File: config.mk
export PLATFORM = sky130hd
export DESIGN_NAME = rvLegalityCheck
export DESIGN_NICKNAME = d
export VERILOG_FILES = /design/src/rtl/rvl_pkg.sv /design/src/rtl/rvlControl.sv /design/src/rtl/rvlDatapath.sv /design/src/rtl/rvLegalityCheck.sv
export SDC_FILE = /design/constraint.sdc
export NUM_CORES = 1
export LEC_CHECK = 0
export ABC_CLOCK_PERIOD_IN_PS = 1100
export BUFFER_PORTS_ARGS = -buffer_cell sky130_fd_sc_hd__buf_2
export CAP_MARGIN = 40
export CORE_MARGIN = 1
export CORE_UTILIZATION = 45
export CTS_CLUSTER_SIZE = 16
export DETAILED_ROUTE_END_ITERATION = 8
export GPL_ROUTABILITY_DRIVEN = 0
export MAX_ROUTING_LAYER = met4
export PLACE_DENSITY_LB_ADDON = 0.2
export SETUP_SLACK_MARGIN = 0.4
export SLEW_MARGIN = 25
export SYNTH_ARGS = -nofsm -noshare
export SYNTH_HDL_FRONTEND = slang
export SYNTH_SLANG_ARGS = --single-unit
File: constraint.sdc
create_clock -name clk -period 1.1 [get_ports clk]
set_input_delay 0 -clock clk [delete_from_list [all_inputs] [get_ports clk]]
set_output_delay 0 -clock clk [all_outputs]
set_load 0.02 [all_outputs]
File: src/rtl/rvl_pkg.sv
package rvl_pkg;

  localparam int INSTR_W = 32;
  localparam int OPC_W   = 7;
  localparam int CLASS_W = 10;

  // class bit positions (part of the external contract)
  localparam int CLS_LOAD   = 0;
  localparam int CLS_STORE  = 1;
  localparam int CLS_BRANCH = 2;
  localparam int CLS_JUMP   = 3;
  localparam int CLS_ALUIMM = 4;
  localparam int CLS_ALUREG = 5;
  localparam int CLS_MULDIV = 6;
  localparam int CLS_UPPER  = 7;
  localparam int CLS_SYSTEM = 8;
  localparam int CLS_FENCE  = 9;

  localparam logic [OPC_W-1:0] OPC_LOAD   = 7'b0000011;
  localparam logic [OPC_W-1:0] OPC_STORE  = 7'b0100011;
  localparam logic [OPC_W-1:0] OPC_BRANCH = 7'b1100011;
  localparam logic [OPC_W-1:0] OPC_JAL    = 7'b1101111;
  localparam logic [OPC_W-1:0] OPC_JALR   = 7'b1100111;
  localparam logic [OPC_W-1:0] OPC_IMM    = 7'b0010011;
  localparam logic [OPC_W-1:0] OPC_REG    = 7'b0110011;
  localparam logic [OPC_W-1:0] OPC_LUI    = 7'b0110111;
  localparam logic [OPC_W-1:0] OPC_AUIPC  = 7'b0010111;
  localparam logic [OPC_W-1:0] OPC_SYSTEM = 7'b1110011;
  localparam logic [OPC_W-1:0] OPC_FENCE  = 7'b0001111;
  localparam logic [OPC_W-1:0] OPC_IMM64  = 7'b0011011;
  localparam logic [OPC_W-1:0] OPC_REG64  = 7'b0111011;

  localparam logic [6:0] F7_BASE = 7'b0000000;
  localparam logic [6:0] F7_ALT  = 7'b0100000;
  localparam logic [6:0] F7_MUL  = 7'b0000001;

  // strobes from control to datapath
  typedef struct packed {
    logic capture;
    logic lowOk;
    logic opLoad;
    logic opStore;
    logic opBranch;
    logic opJal;
    logic opJalr;
    logic opImm;
    logic opReg;
    logic opLui;
    logic opAuipc;
    logic opSystem;
    logic opFence;
  } rvlStrobes_t;

endpackage

File: src/rtl/rvlControl.sv
module rvlControl
  import rvl_pkg::*;
(
  input  logic [OPC_W-1:0] opcode,
  input  logic             inValid,
  output rvlStrobes_t      strobes
);

  always_comb begin
    strobes         = '0;
    strobes.capture = inValid;
    strobes.lowOk   = (opcode[1:0] == 2'b11);
    unique case (opcode)
      OPC_LOAD:   strobes.opLoad   = 1'b1;
      OPC_STORE:  strobes.opStore  = 1'b1;
      OPC_BRANCH: strobes.opBranch = 1'b1;
      OPC_JAL:    strobes.opJal    = 1'b1;
      OPC_JALR:   strobes.opJalr   = 1'b1;
      OPC_IMM:    strobes.opImm    = 1'b1;
      OPC_REG:    strobes.opReg    = 1'b1;
      OPC_LUI:    strobes.opLui    = 1'b1;
      OPC_AUIPC:  strobes.opAuipc  = 1'b1;
      OPC_SYSTEM: strobes.opSystem = 1'b1;
      OPC_FENCE:  strobes.opFence  = 1'b1;
      default:    ;
    endcase
  end

endmodule

File: src/rtl/rvlDatapath.sv
module rvlDatapath
  import rvl_pkg::*;
#(
  parameter bit REG_OUT = 1'b1
) (
  input  logic               clk,
  input  logic               rstN,
  input  logic [INSTR_W-1:0] instr,
  input  rvlStrobes_t        strobes,
  output logic               outValid,
  output logic               illegalOut,
  output logic [CLASS_W-1:0] classOut
);

  logic [2:0] funct3;
  logic [6:0] funct7;
  logic [4:0] rdField;
  logic [4:0] rs1Field;
  logic [4:0] rs2Field;

  assign funct3   = instr[14:12];
  assign funct7   = instr[31:25];
  assign rdField  = instr[11:7];
  assign rs1Field = instr[19:15];
  assign rs2Field = instr[24:20];

  // field legality per group
  logic loadOk, storeOk, branchOk, jalrOk, immOk, regBaseOk, mulOk;
  logic systemOk, fenceOk, envExact;

  always_comb begin
    unique case (funct3)
      3'b000, 3'b001, 3'b010, 3'b100, 3'b101: loadOk = 1'b1;
      default:                                loadOk = 1'b0;
    endcase
  end

  assign storeOk  = (funct3[2] == 1'b0) && (funct3[1:0] != 2'b11);
  assign branchOk = (funct3[2:1] != 2'b01);
  assign jalrOk   = (funct3 == 3'b000);

  always_comb begin
    unique case (funct3)
      3'b001:  immOk = (funct7 == F7_BASE);
      3'b101:  immOk = (funct7 == F7_BASE) || (funct7 == F7_ALT);
      default: immOk = 1'b1;
    endcase
  end

  always_comb begin
    if (funct7 == F7_BASE)     regBaseOk = 1'b1;
    else if (funct7 == F7_ALT) regBaseOk = (funct3 == 3'b000) || (funct3 == 3'b101);
    else                       regBaseOk = 1'b0;
  end

  assign mulOk = (funct7 == F7_MUL);

  // environment call / breakpoint: all non-opcode fields fixed
  assign envExact = (rdField == 5'd0) && (rs1Field == 5'd0) && (funct7 == 7'd0) &&
                    ((rs2Field == 5'd0) || (rs2Field == 5'd1));

  always_comb begin
    unique case (funct3)
      3'b000:  systemOk = envExact;
      3'b100:  systemOk = 1'b0;
      default: systemOk = 1'b1;
    endcase
  end

  assign fenceOk = (funct3 == 3'b000);

  // class vector
  logic [CLASS_W-1:0] classComb;
  logic               illegalComb;

  always_comb begin
    classComb = '0;
    if (strobes.lowOk) begin
      classComb[CLS_LOAD]   = strobes.opLoad   && loadOk;
      classComb[CLS_STORE]  = strobes.opStore  && storeOk;
      classComb[CLS_BRANCH] = strobes.opBranch && branchOk;
      classComb[CLS_JUMP]   = strobes.opJal    || (strobes.opJalr && jalrOk);
      classComb[CLS_ALUIMM] = strobes.opImm    && immOk;
      classComb[CLS_ALUREG] = strobes.opReg    && regBaseOk;
      classComb[CLS_MULDIV] = strobes.opReg    && mulOk;
      classComb[CLS_UPPER]  = strobes.opLui    || strobes.opAuipc;
      classComb[CLS_SYSTEM] = strobes.opSystem && systemOk;
      classComb[CLS_FENCE]  = strobes.opFence  && fenceOk;
    end
  end

  assign illegalComb = (classComb == '0);

  generate
    if (REG_OUT) begin : g_reg
      always_ff @(posedge clk or negedge rstN) begin
        if (!rstN) begin
          outValid   <= 1'b0;
          illegalOut <= 1'b0;
          classOut   <= '0;
        end else begin
          outValid <= strobes.capture;
          if (strobes.capture) begin
            illegalOut <= illegalComb;
            classOut   <= classComb;
          end
        end
      end

      p_compressed_r1: assert property (@(posedge clk) disable iff (!rstN)
        strobes.capture && (instr[1:0] != 2'b11) |=> illegalOut);

      p_onehot_r2: assert property (@(posedge clk) disable iff (!rstN)
        outValid |-> ($onehot0(classOut) && (illegalOut != (classOut != '0))));

      p_lwu_r3: assert property (@(posedge clk) disable iff (!rstN)
        strobes.capture && (instr[6:0] == OPC_LOAD) && (instr[14:12] == 3'b110)
        |=> illegalOut);

      p_shamt5_r5: assert property (@(posedge clk) disable iff (!rstN)
        strobes.capture && (instr[6:0] == OPC_IMM) && (instr[13:12] == 2'b01) && instr[25]
        |=> illegalOut);

      p_muldiv_r7: assert property (@(posedge clk) disable iff (!rstN)
        strobes.capture && (instr[6:0] == OPC_REG) && (instr[31:25] == F7_MUL)
        |=> (!illegalOut && classOut[CLS_MULDIV]));

      p_narrow_r8: assert property (@(posedge clk) disable iff (!rstN)
        strobes.capture && ((instr[6:0] == OPC_IMM64) || (instr[6:0] == OPC_REG64))
        |=> illegalOut);

      p_upper_r9: assert property (@(posedge clk) disable iff (!rstN)
        strobes.capture && ((instr[6:0] == OPC_LUI) || (instr[6:0] == OPC_AUIPC))
        |=> (!illegalOut && classOut[CLS_UPPER]));

      p_valid_r11: assert property (@(posedge clk) disable iff (!rstN)
        strobes.capture |=> outValid);

      p_hold_r11: assert property (@(posedge clk) disable iff (!rstN)
        !strobes.capture |=> (!outValid && $stable(classOut) && $stable(illegalOut)));
    end else begin : g_comb
      assign outValid   = strobes.capture;
      assign illegalOut = illegalComb;
      assign classOut   = classComb;
    end
  endgenerate

endmodule

File: src/rtl/rvLegalityCheck.sv
module rvLegalityCheck
  import rvl_pkg::*;
#(
  parameter bit REG_OUT = 1'b1
) (
  input  logic               clk,
  input  logic               rstN,
  input  logic               inValid,
  input  logic [INSTR_W-1:0] instr,
  output logic               outValid,
  output logic               illegal,
  output logic [CLASS_W-1:0] instrClass
);

  rvlStrobes_t strobes;

  rvlControl u_ctrl (
    .opcode  (instr[OPC_W-1:0]),
    .inValid (inValid),
    .strobes (strobes)
  );

  rvlDatapath #(.REG_OUT(REG_OUT)) u_dp (
    .clk        (clk),
    .rstN       (rstN),
    .instr      (instr),
    .strobes    (strobes),
    .outValid   (outValid),
    .illegalOut (illegal),
    .classOut   (instrClass)
  );

endmodule

* Yosys cells after proc, flatten, opt, wreduce, memory -nomap -nowiden
Index checks and enable logic that the tools add are counted. W data, S select, Z words.
Word-level totals: logic and storage cells 67, bits in registers 12, output and inout bits 12
Cells by class: multiplexer cells 17, reductions and logical operators 25, eq/ne operators 21, bitwise gates (word level) 1
Operator list (count):
- $eq A7 B6 Y1 const B | 4
- $eq A7 B7 Y1 const B | 4
- $logic_not A5 Y1 | 3
- $eq A7 B5 Y1 const B | 2
- $mux W1 | 14
- $logic_and A1 B1 Y1 | 13
- $logic_not A10 Y1 | 1
- $mux W10 | 1
- $eq A7 B1 Y1 const B | 1
- $eq A7 B2 Y1 const B | 1
- $eq A7 B4 Y1 const B | 1
- $logic_not A7 Y1 | 1
- $eq A3 B3 Y1 const B | 2
- $eq A5 B1 Y1 const B | 1
- $logic_or A1 B1 Y1 | 5
- $reduce_or A5 Y1 | 1
- $pmux W1 S2 | 2
- $eq A3 B1 Y1 const B | 1
- $eq A3 B2 Y1 const B | 1
- $logic_not A3 Y1 | 1
- $eq A2 B2 Y1 const B | 1
- $ne A2 B1 Y1 const B | 1
- $ne A2 B2 Y1 const B | 1
- $not A1 Y1 | 1

* Longest topological paths before layout
depth after elaboration 8, mapped depth 6, gate-level depth less buffers 5

* By module
Synthesis repeated with hierarchy kept, for this count alone.
Second synthesis, totals: cell total of the unflattened synthesis 89, area total of the unflattened synthesis 818.3 um^2
Modules (own cells, without submodules):
- rvlDatapath | area each 679.4 um^2, sequential area each 300.3 um^2, instances 1, cells each 68
- rvlControl | area each 138.9 um^2, sequential area each 0.0 um^2, instances 1, cells each 21

* Worst setup path before layout
OpenSTA, ideal clock, no wires.
path kind input port to flip-flop, start in instr[3], end reg u_dp.illegalOut, data arrival time 1.077 ns, buffers on the path 0, cell stages on the path 5, slack -0.102 ns, data required time 0.975 ns, path through and4bb_2 or4b_1 a31o_1 nand3b_1 o41ai_2
Between the ends: word-level cells in the longest chain between the ends 6
Ends and longest elaborated chain:
- start: declaration | line rvLegalityCheck.sv:9 | input logic [INSTR_W-1:0] instr,
- $eq A7 B7 Y1 | line rvlControl.sv:13 | unique case (opcode)
- $mux W1 | line rvlControl.sv:13
- $logic_and A1 B1 Y1 | line rvlDatapath.sv:82 | classComb[CLS_JUMP] = strobes.opJal || (strobes.opJalr && jalrOk);
- $logic_or A1 B1 Y1 | line rvlDatapath.sv:82
- $mux W10 * | line rvlDatapath.sv:78 | if (strobes.lowOk) begin
- $logic_not A10 Y1 * | line rvlDatapath.sv:92 | assign illegalComb = (classComb == '0);
- end signal: assignment | line rvlDatapath.sv:104 | illegalOut <= illegalComb;
- end: declaration | line rvlDatapath.sv:11 | output logic illegalOut,
Every way passes the cells marked *; elsewhere a longest branch is shown, timed or not. A chain may end at the register's enable or synchronous reset.

* Worst setup path after layout
start in instr[2], end reg u_dp.illegalOut
The elaborated chain is that of the path after synthesis.

==> impl_summary.log <==
[metrics] Area Growth Syn to Fin: 84.1%
[metrics] initial antenna violation count: 0
[metrics] Max VDD drop: about 0.88 mV
[metrics] critical register-to-register path endpoint: u_dp.classOut[3]$_DFFE_PN0P_
[metrics] number of antenna diodes: 0
[metrics] post-synthesis average cell area: around 9.8 µm²
[metrics] CTS root buf: sky130_fd_sc_hd__clkbuf_4
[metrics] Tcrit/Tclk final: 1.04
[metrics] TritonCTS clock tree: built
[metrics] Total Routing Usage GR: 0.306
[metrics] drt first-iter violations: 58
[metrics] crit path launch: instr[2]
[metrics] number of pins with negative max-slew slack in the final report: 0
[metrics] post-detailed-routing wire length: approximately 3.4 mm
[metrics] setup violators final: 1
[metrics] initial core utilization: 0.499
[metrics] Arr. time, crit path: between 1 and 1.5 ns
[metrics] first drt pass iteration count: 8
[metrics] utilization after layout: 0.919
[metrics] count of cell types in the netlist: 36
[metrics] vias in the first global route: roughly 1000
[metrics] count of flip-flops with a built-in enable after synthesis: 0
[metrics] number of synthesized register bits: 12
[metrics] maximum number of buffers from clock root to sink: 2
[metrics] Inserted Clock Buffers: 3
[metrics] worst clock skew: 0 ns
[metrics] row count: 14
[metrics] net count after synthesis: between 100 and 150
[metrics] unrepaired setup endpoints after global routing: true
[metrics] Hold Slack: about 0.15 ns
[metrics] fraction of registers with async set or reset after synthesis: 1.00
[metrics] Post-DRT Antenna Nets: 0
[metrics] post-DR vias/cell: between 6 and 7
[metrics] number of violations of the max-capacitance limit: 0
[metrics] capture point of the worst path: u_dp.illegalOut$_DFFE_PN0P_
[metrics] sort of element at the end of the critical path: flip-flop
[metrics] highest-count cells in the layout ignoring fill and taps: sky130_fd_sc_hd__buf_2, sky130_fd_sc_hd__buf_4, sky130_fd_sc_hd__buf_6, sky130_fd_sc_hd__dfrtp_1, sky130_fd_sc_hd__nor2_1
[metrics] leakage power of the design: 0.685 nW
[metrics] Worst R2R Path Depth: 1
[metrics] Die W: about 44 µm
[metrics] height of the die: ~44 µm
[metrics] count of port buffers added during placement: 45
[metrics] gate count of the mapped netlist: 80
[metrics] most frequent standard cell in the layout excluding fill and tap cells: sky130_fd_sc_hd__buf_2
[metrics] later-pin clock latency in the skew report: 0.27 ns
[metrics] count of synthesis-stage warnings from yosys: 0
[metrics] slack of the worst reg-to-reg path: approximately 0.28 ns
[metrics] run status: finished with violations
[metrics] fmax: approximately 870 MHz
[metrics] maximum number of pins on one net before global-route repair: 17
[metrics] relative slew slack: 0.748
[metrics] CP Launch Type: primary input
[metrics] Clock Pin Slew Worst Setup and Hold Paths: about 0.08 ns
[metrics] Total Nets Final: 190
[metrics] Core ar.: approximately 1600 µm²
[metrics] startpoint of the lowest-slack register-to-register path: u_dp.classOut[3]$_DFFE_PN0P_
[metrics] dpl ws: -0.258 ns
[metrics] cell area after synthesis: a little under 800 µm²
[metrics] remaining global-route overflow: 0
[metrics] Final Hold Fails: 0
[metrics] boundary pin count: between 40 and 50
[metrics] number of vias after detailed routing: approximately 1100
[metrics] critical path required time: between 1 and 1.5 ns
[metrics] share of synthesized area occupied by flip-flops and latches: 0.382
[metrics] detail-routed net length per standard cell: about 20 µm
[metrics] fin worst setup slack: -0.0439 ns
[metrics] total number of clock tree sinks: 12
[metrics] Crit Path Class: primary input to flip-flop
[metrics] fraction of final layout cells with drive strength greater than 1: 0.669
[metrics] maximum fanout along the worst path: 2
[metrics] most used flip-flop cell after synthesis: sky130_fd_sc_hd__dfrtp_1
[metrics] Tmin final: ~1.1 ns
[metrics] die area: between 1500 and 2000 µm²
[metrics] number of H-tree branching levels: 1
[metrics] number of remaining DRC errors: 2
[metrics] final HPWL from detailed placement: 1.76 mm
[metrics] first-pass GRT wire length: about 4.2 mm
[metrics] violations in the final reports: DRC, setup timing
[metrics] class of the tightest hold or removal check: primary input to async pin
[metrics] PD cells: roughly 700 nW/µm²
[metrics] measured slew at the worst slew-check pin: between 0.3 and 0.4 ns
## where the power goes
part | switching (mW) | internal, mW
Sequential | 0.00604 | 0.447
Combinational | 0.146 | 0.147
Clock | 0.157 | 0.141
Total | 0.309 | 0.735
## critical path: stages
cell and delay [ns]:
sky130_fd_sc_hd__buf_6 0.09, sky130_fd_sc_hd__and4bb_2 0.29, sky130_fd_sc_hd__or4b_4 0.46, sky130_fd_sc_hd__a31o_1 0.24, sky130_fd_sc_hd__nand3b_1 0.14, sky130_fd_sc_hd__o41ai_2 0.09
## metrics by stage
step | std cells | power, mW | setup TNS (ns) | cell area (µm²)
after detailed placement | 157 | 0.681 | -0.759 | 1160
after CTS | 167 | 1.00 | 0 | 1350
after global routing | 170 | 1.09 | -0.0642 | 1450
after global placement | 157 | 0.670 | -0.605 | 1160
after floorplan | 80 | 0.541 | -0.123 | 806
final | 170 | 1.04 | -0.0439 | 1450
## how the worst min path moves through the flow
stage                        from                           end  slack [ns]
after floorplan              rstN  u_dp.classOut[0]$_DFFE_PN0P_       -0.30
after global placement       rstN  u_dp.classOut[9]$_DFFE_PN0P_       -0.12
after detailed placement     rstN  u_dp.classOut[9]$_DFFE_PN0P_       -0.11
after CTS                    rstN   u_dp.illegalOut$_DFFE_PN0P_        0.12
after global routing      inValid  u_dp.classOut[4]$_DFFE_PN0P_        0.15
final                        rstN   u_dp.illegalOut$_DFFE_PN0P_        0.15
## synth_stat cells (all sizes together), types with 2 or more instances
library cell	number	area (µm²)
nand2	3	11.3
nand4	3	18.8
mux2i	2	20.0
nand2b	2	12.5
nor3	4	20.0
mux2	5	56.3
dfrtp	12	300
o21ai	4	20.0
inv	6	22.5
nand3	2	10.0
a21oi	2	10.0
nand4b	2	17.5
nor2	6	22.5
buf	3	30.0
o211ai	2	15.0
nor4	4	31.3
## flip-flops by register name (all words and copies together) (netlist names)
signal	flops
u_dp.classOut	10
u_dp.outValid	1
u_dp.illegalOut	1
## cell type report
class                   count  area, µm²
multi-input cells          59        536
inverters                   6       22.5
well taps                  16       20.0
flip-flops and latches     12        305
clock buffers               4       26.3
repair buffers             73        539
fillers                    63        128
## layer usage
metal	share of wire	GRT usage
met1	0.36	0.307
met2	0.51	0.591
met3	0.083	0.0375
met4	0.042	0.106
met5	0	-
## what timing repair did
action,4_1_cts,5_1_grt
hold endpoints to repair,13,0
gates resized for setup,33,20
hold buffers,2,0
setup buffers,4,3
setup endpoints to repair,21,23
pin swaps,7,6
## kinds of logic after synthesis
logic type	after synthesis	share of synthesized area
AO/OA/AOI/OAI	13	0.122
XOR/XNOR	1	0.0111
buffers and inverters	9	0.0668
flip-flops	12	0.382
multiplexers	7	0.0970
AND/OR/NAND/NOR	38	0.321
Note: power is estimated with default switching activity, not from simulation.
